$ cat src/rtl/tri_lane_ser.sv
module tri_lane_ser #(
  parameter int LANES  = 3,
  parameter int SLICE  = 7,
  parameter int CLK_HI = 4
) (
  input  logic                     bit_clk,
  input  logic                     shdn_n,
  input  logic                     word_clk,
  input  logic [LANES*SLICE-1:0]   par_in,
  output logic [LANES-1:0]         ser_out,
  output logic                     fwd_clk
);
  localparam int WORD = LANES * SLICE;
  localparam int PW   = $clog2(SLICE);

  logic            wclk_q;
  logic [WORD-1:0] word_q;
  logic [PW-1:0]   phase;
  logic            have_word;
  logic            live;

  wire capture = word_clk & ~wclk_q;
  wire at_load = (phase == '0);

  always_ff @(posedge bit_clk or negedge shdn_n) begin
    if (!shdn_n) begin
      wclk_q    <= 1'b1;
      word_q    <= '0;
      phase     <= '0;
      have_word <= 1'b0;
      live      <= 1'b0;
    end else begin
      wclk_q <= word_clk;
      if (capture) begin
        word_q    <= par_in;
        have_word <= 1'b1;
      end
      if (capture || phase == PW'(SLICE - 1)) phase <= '0;
      else                                    phase <= phase + 1'b1;
      if (at_load && have_word) live <= 1'b1;
    end
  end

  for (genvar g = 0; g < LANES; g++) begin : g_lane
    logic [SLICE-1:0] sh;
    always_ff @(posedge bit_clk or negedge shdn_n) begin
      if (!shdn_n)      sh <= '0;
      else if (at_load) sh <= word_q[g*SLICE +: SLICE];
      else              sh <= {1'b0, sh[SLICE-1:1]};
    end
    assign ser_out[g] = live & sh[0];
  end

  assign fwd_clk = live && (phase != '0) && (phase <= PW'(CLK_HI));
endmodule

$ cat config.mk
export PLATFORM = sky130hd
export DESIGN_NAME = tri_lane_ser
export DESIGN_NICKNAME = d
export VERILOG_FILES = /design/src/rtl/tri_lane_ser.sv
export SDC_FILE = /design/constraint.sdc
export NUM_CORES = 1
export LEC_CHECK = 0
export ABC_AREA = 1
export BUFFER_PORTS_ARGS = -buffer_cell sky130_fd_sc_hd__buf_4
export CAP_MARGIN = 20
export CORE_MARGIN = 4
export CORE_UTILIZATION = 50
export CTS_CLUSTER_DIAMETER = 150
export DETAILED_ROUTE_END_ITERATION = 10
export HOLD_SLACK_MARGIN = 0.08
export MAX_ROUTING_LAYER = met4
export PLACE_DENSITY = 0.81
export SLEW_MARGIN = 20
export SYNTH_ARGS = -nofsm -noshare
export SYNTH_HDL_FRONTEND = slang
export SYNTH_SLANG_ARGS = --single-unit
$ cat constraint.sdc
create_clock -name bit_clk -period 2.95 [get_ports bit_clk]
set_clock_uncertainty 0.1 [all_clocks]
set_input_delay 0.1475 -clock bit_clk [delete_from_list [all_inputs] [get_ports bit_clk]]
set_output_delay 0.1475 -clock bit_clk [all_outputs]
set_load 0.005 [all_outputs]
Yosys cells after proc, flatten, opt, wreduce, memory -nomap -nowiden. Cells that the tools add are included.

Bits in registers: 48. Word-level logic and storage cells: 26.

Add/subtract/negate cells: 1. $lt $le $gt $ge: 1. Equal/unequal tests: 1. Mux-type cells: 4. Bitwise operators: 5. Reductions and logical operators: 6.

Operators by type and width (count): 2-to-1 mux 7 bit (3); bitwise AND 1 bit (4); adder 3 x 1 -> 3 bit (second input constant) (1); equality test 3 bit (second input constant) (1); <= comparator 3 bit (second input constant) (1); logical AND 1 bit (3); logical NOT 3 bit (1); 2-to-1 mux 3 bit (1); nonzero test 3 bit (1); logical OR 1 bit (1); NOT 1 bit (1).

Logic depth before layout (Yosys ltp). Gate-level depths: netlist of the first run.

Depth in word-level cells: 4. Mapped depth: 7. Gate-level depth less buffers: 6.

Least setup slack after synthesis of the first run. Ideal clock, no wire load.

Path kind: register to register. Start point: reg phase[0]. End point: reg g_lane[1].sh[1]. Setup time: 0.065 ns. Arrival time: 1.108 ns. Slack: 1.677 ns. Cell stages (with the launch flop): 8. Buffers on the path: 1. Cells stage by stage: dfrtp_1 -> inv_1 -> ha_1 -> inv_2 -> nor2_4 -> buf_4 -> nand2_1 -> nand2_1.

Word-level cells in the longest chain between the ends: 2.

RTL lines: start, declared (RTL line 18) `logic [PW-1:0] phase;`; start signal, assigned (RTL line 39) `else phase <= phase + 1'b1;`; logical NOT 3 bit (RTL line 23) `wire at_load = (phase == '0);`; 2-to-1 mux 7 bit (RTL line 48) `else if (at_load) sh <= word_q[g*SLICE +: SLICE];`; end signal, assigned (RTL line 48); end signal, assigned (RTL line 49) `else sh <= {1'b0, sh[SLICE-1:1]};`; end, declared (RTL line 45) `logic [SLICE-1:0] sh;`.

Every way passes these cells. A chain may end at the register's enable or synchronous reset.

Worst setup path after layout of the first run.
Start point: reg phase[0]. End point: out fwd_clk.

Word-level cells in the longest chain between the ends: 3. Elaborated cells on any way between the ends: 4. Classes of those cells: order compare (1); reduce/logical (3).

RTL lines: branches (longest 2 deep; another with <= comparator 3 bit); logical AND 1 bit (*) (RTL line 54) `assign fwd_clk = live && (phase != '0) && (phase <= PW'(CLK_HI));`; end, declared (RTL line 11) `output logic fwd_clk`.

Every way passes the cells marked *.

==> impl_metrics.toml, run 1 <==
[clocking]
cts_setup_buffers = 0
clock-root-buffer = "clkbuf_8"
clock_latency_ns = 0.30
cts_buffers = 5
cts.sinks = 48
cts_tree = "done"
htreeDepth = 2
postCtsHoldBufs = 23
clockBufferDepth = 2
cts_resized = 0
clk_pin_slew_ns = 0.09

[sta]
maxSlewViolCount = 0
worst_pin_slew_ns = 0.715
setup_violations = 0
finalCritPeriodShare = 0.625
max_slew_margin = 0.522
period_needed_ns = 1.84
rsz0062_at_grt = "no"
fmax_ghz = 0.543
setup_tns_ns = 0
timing_hold_violations_final = 0
timing.final.ws_setup_ns = 1.11

[synth]
yosys.area.top_type = "dfrtp_1"
seq_area_frac_synth = 0.640
synth.avg_cell_area_um2 = 8.82
yosysTopAreaCellShare = 0.626
syn-num-nets = 240
synth_area_leaders = "dfrtp_1 63%, nand2_1 26%, inv_1 2.6%"
synth_compound_area_frac = 0.00400
synth-adder-area-share = 0.0200
yosys.area_share.simple = 0.283
synth_top_family_by_area = "simple AND/OR/NAND/NOR gates"
syn_inst = 213
syn_area_mm2 = 0.00188
post_synth_mux_area_share = 0
ys_types = 12
synth-seq-cells = 48
ys_warn_count = 0
synth_xor_area_frac = 0

[hold_path]
min_path_type = "in2async"

[setup_path]
reg2regPathDepth = 4
worst_setup_path_start_kind = "register"
worstSetupPathType = "reg2out"
rr_startpoint = "wclk_q$_DFF_PN1_"
crit_arrival_ns = 1.60
crit_fanout = 23
worstPathRequired_ns = 2.70
reg2reg_slack_ns = 1.35
rr_endpoint = "phase[2]$_DFF_PN0_"
startpoint = "phase[0]$_DFF_PN0_"
cp-end-kind = "output port"

[global_route]
grt_overflow = 0
antenna_found_initial = 0
grt_pass1_vias = 1453
grt_max_degree = 49
grt.total_usage = 0.164
grt_pass1_wl_um = 6170

[die]
chipHeight_um = 69.3
initial_utilization = 0.517
io_pins = 28
core_mm2 = 0.00363
placementRows = 22
die_area_mm2 = 0.00480
die_w_um = 69.3

[pwr]
power.switching_uw = 535
power_density_mw_per_mm2 = 721
clkPwrFrac = 0.235
combinationalPowerShare = 0.260
p_leak_uw = 0.00137
seq_power_share = 0.504
internal-power_uw = 1220
p_sw_frac = 0.305
peakVddDrop_mv = 0.456

[detailed_routing]
wl_per_cell_um = 10.9
ant_nets = 0
dr_total_vias = 1427
drtPass1Iterations = 4
drt_iter0_drc = 61
routed_wl_um = 3420
via_per_inst = 4.56
drc_errors = 0

[placement]
post-place-ws_ns = 1.34
place.port_buffers = 27
place_congestion = 0.739
hpwlAfterDp_um = 2110

[job]
cap_violations = 0

[finish]
drive_gt1_frac = 0.151
final_common_cell = "nand2_1"
syn_to_final_growth_pct = 29.7
diodes = 0
final_cell_mix = "128 x nand2_1, 47 x dfrtp_1, 28 x buf_4, 23 x dlygate4sd3_1, 13 x inv_1"
layout.nets = 291
fin_util = 0.670

[run_status]
outcome = "finished clean"
-- stage by stage --
stage	std cells	instance area [µm²]	hold WS (ns)	total power, µW
after floorplan	213	1880	-0.248	1210
after global placement	282	2110	0.0838	1320
after detailed placement	282	2110	0.0863	1340
after CTS	313	2440	0.300	1780
after global routing	313	2440	0.369	1890
final	313	2440	0.294	1760
-- power groups by stage --
stage / Combinational, µW / Sequential (µW) / Clock (µW)
final: 457 / 886 / 414
after global routing: 533 / 904 / 449
after CTS: 470 / 887 / 423
after detailed placement: 442 / 899 / 0
after global placement: 425 / 892 / 0
after floorplan: 328 / 882 / 0
-- cell usage after synthesis --
master    instances
o21bai_1          1
ha_1              3
nor2_4            1
buf_2             4
nand2_1         128
inv_2             2
nor2_1            9
dfrtp_1          47
dfstp_2           1
nand2_2           1
inv_1            13
buf_4             3
-- logic make-up after synthesis --
| kind of cell | after synthesis |
|---|---|
| AO/OA/AOI/OAI | 1 |
| adder cells (fa/ha/maj) | 3 |
| buffers and inverters | 22 |
| flip-flops | 48 |
| AND/OR/NAND/NOR | 139 |
-- worst max-delay path by stage --
stage / end / cells after the start
2_1_floorplan: g_lane[1].sh[1]$_DFF_PN0_ / 7
3_3_place_gp: phase[2]$_DFF_PN0_ / 4
3_5_place_dp: phase[2]$_DFF_PN0_ / 4
4_1_cts: fwd_clk / 6
5_1_grt: fwd_clk / 6
6_report: fwd_clk / 6
-- layout make-up --
class,instances,area (µm²)
Sequential cell,48,1200
Fill cell,315,1200
Multi-Input combinational cell,143,577
Timing Repair Buffer,51,440
Clock buffer,8,100
Tap cell,48,60.1
Inverter,15,56.3
-- critical path, stage by stage, from the launching register on --
cell	delay, ns
dfrtp_1	0.38
inv_1	0.07
ha_1	0.24
nand2_2	0.33
nand2_1	0.09
nor2_1	0.09
buf_4	0.11
-- routing by layer --
metal,part of all wire,routed length (µm),global-route usage,vias to the layer above
met4,0.0061,21,0.0521,0
met1,0.44,1510,0.192,660
met3,0.051,175,0.0522,4
met5,0,0,-,-
met2,0.50,1710,0.270,35
li1,-,-,-,728
-- flip-flops by register name, indices dropped and copies added, names as in the netlist --
name,cells
g_lane.sh,21
have_word,1
live,1
phase,3
wclk_q,1
word_q,21
Note: power is estimated with default switching activity, not from simulation.
==> inputs of run 2 (changes only) <==
--- a/config.mk
+++ b/config.mk
@@ -14,7 +14,7 @@
 export DETAILED_ROUTE_END_ITERATION = 10
 export HOLD_SLACK_MARGIN = 0.08
 export MAX_ROUTING_LAYER = met4
-export PLACE_DENSITY = 0.81
+export PLACE_DENSITY = 0.84
 export SLEW_MARGIN = 20
 export SYNTH_ARGS = -nofsm -noshare
 export SYNTH_HDL_FRONTEND = slang
==> constraint.sdc (replaced) <==
create_clock -name bit_clk -period 1.6 [get_ports bit_clk]
set_clock_uncertainty 0.1 [all_clocks]
set_input_delay 0.08 -clock bit_clk [delete_from_list [all_inputs] [get_ports bit_clk]]
set_output_delay 0.08 -clock bit_clk [all_outputs]
set_load 0.005 [all_outputs]
==> impl_metrics.toml, run 2 (synthesized netlist as in run 1, its figures left out) <==
[die]
io_pins = 28
core_mm2 = 0.00363
die_w_um = 69.3
placementRows = 22
initial_utilization = 0.517
die_area_mm2 = 0.00480
chipHeight_um = 69.3

[setup_path]
crit_path_top_delay_cell = "dfrtp_1"
worst_setup_path_start_kind = "register"
worstSetupPathType = "reg2out"
crit_fanout = 9
worstPathRequired_ns = 1.42
cp-end-kind = "output port"
crit_chain = "inv_1 -> ha_2 -> nand2_4 -> nand2_1 -> nor2_1 -> buf_4"
crit_family = "flip-flops"
crit_buf_inv = 2
slowest_delay_ns = 0.40
crit_arrival_ns = 1.36

[global_route]
grt_overflow = 0
grt_pass1_vias = 1505
grt_pass1_wl_um = 6530
antenna_found_initial = 0
grt.total_usage = 0.174
grt_max_degree = 49

[finish]
layout.nets = 294
largest_registers = "g_lane.sh: 21 flops, word_q: 21 flops, phase: 3 flops"
drive_gt1_frac = 0.160
final_cells = 316
final_cell_mix = "128 x nand2_1, 47 x dfrtp_1, 31 x buf_4, 23 x dlygate4sd3_1, 13 x inv_1"
fin_util = 0.676
diodes = 0
syn_to_final_growth_pct = 30.8
final_common_cell = "nand2_1"
fillCellCount = 298

[detailed_routing]
routed_wl_um = 3570
via_per_inst = 4.46
drtPass1Iterations = 4
dr_total_vias = 1408
drt_iter0_drc = 68
wl_per_cell_um = 11.3
ant_nets = 0
drc_errors = 0

[sta]
setup_violations = 0
fmax_ghz = 0.651
max_slew_margin = 0.614
holdWs_ns = 0.228
setup_tns_ns = 0
rsz0062_at_grt = "no"
worst_pin_slew_ns = 0.580
maxSlewViolCount = 0
finalCritPeriodShare = 0.961
timing_hold_violations_final = 0
period_needed_ns = 1.54

[placement]
hpwlAfterDp_um = 2200
place_congestion = 0.726
dp.cells = 285
place.port_buffers = 27

[clocking]
clock_latency_ns = 0.30
clk_pin_slew_ns = 0.08
cts_buffers = 5
clockBufferDepth = 2
cts.sinks = 48
cts_tree = "done"
htreeDepth = 2
clock-root-buffer = "clkbuf_8"

[run_status]
outcome = "finished clean"

[pwr]
power_density_mw_per_mm2 = 1330
peakVddDrop_mv = 0.721
p_leak_uw = 0.00138

[hold_path]
min_path_type = "in2async"

[job]
cap_violations = 0
run 2: report_power, final:
group          switching, µW  internal [µW]
Clock                    372            353
Combinational            518            379
Sequential               128           1510
run 2: worst paths after layout:
| kind | startpoint | end | slack, ns | cells after the start |
|---|---|---|---|---|
| max | phase[0]$_DFF_PN0_ | fwd_clk | 0.06 | 6 |
| min | shdn_n | word_q[10]$_DFFE_PN0P_ | 0.23 | 2 |
| max reg2reg | phase[0]$_DFF_PN0_ | g_lane[1].sh[0]$_DFF_PN0_ | 0.15 | 6 |
| min reg2reg | g_lane[2].sh[6]$_DFF_PN0_ | g_lane[2].sh[5]$_DFF_PN0_ | 0.35 | 2 |
| max in group asynchronous | shdn_n | word_q[3]$_DFFE_PN0P_ | 0.78 | 2 |
| min in group bit_clk | g_lane[2].sh[6]$_DFF_PN0_ | g_lane[2].sh[5]$_DFF_PN0_ | 0.35 | 2 |
run 2: layout make-up:
cell class / count / area, µm² / area share
clock buffers: 8 / 90.1 / 0.0367
multi-input cells: 143 / 584 / 0.238
well taps: 48 / 60.1 / 0.0245
flip-flops and latches: 48 / 1200 / 0.490
repair buffers: 54 / 463 / 0.188
inverters: 15 / 56.3 / 0.0229
run 2: per-stage QoR:
step                      area, µm²  worst slack [ns]  total power [µW]
after floorplan                1880             0.327              2230
after global placement         2130             0.219              2450
after detailed placement       2130             0.162              2500
after CTS                      2450            0.0193              3290
after global routing           2460           0.00167              3510
final                          2460            0.0629              3260
run 2: worst register-to-register path: cells and delay by family (launching register included):
kind	cells	cell delay [ns]
buf+inv	2	0.15
flops	1	0.40
simple gates	3	0.51
fa+ha+maj	1	0.23
run 2: layer usage:
layer	GRT usage	routed length (µm)	up-vias
met1	0.203	1580	646
met4	0.0586	52	0
met2	0.286	1810	22
met5	-	0	-
met3	0.0536	127	6
li1	-	-	734
run 2: repair_timing:
action | in CTS | in global routing
setup buffers | 0 | 0
endpoints found under the setup margin | 1 | 10
hold endpoints to repair | 71 | 0
hold buffers | 23 | 0
gates resized for setup | 1 | 1
pin swaps | 1 | 0
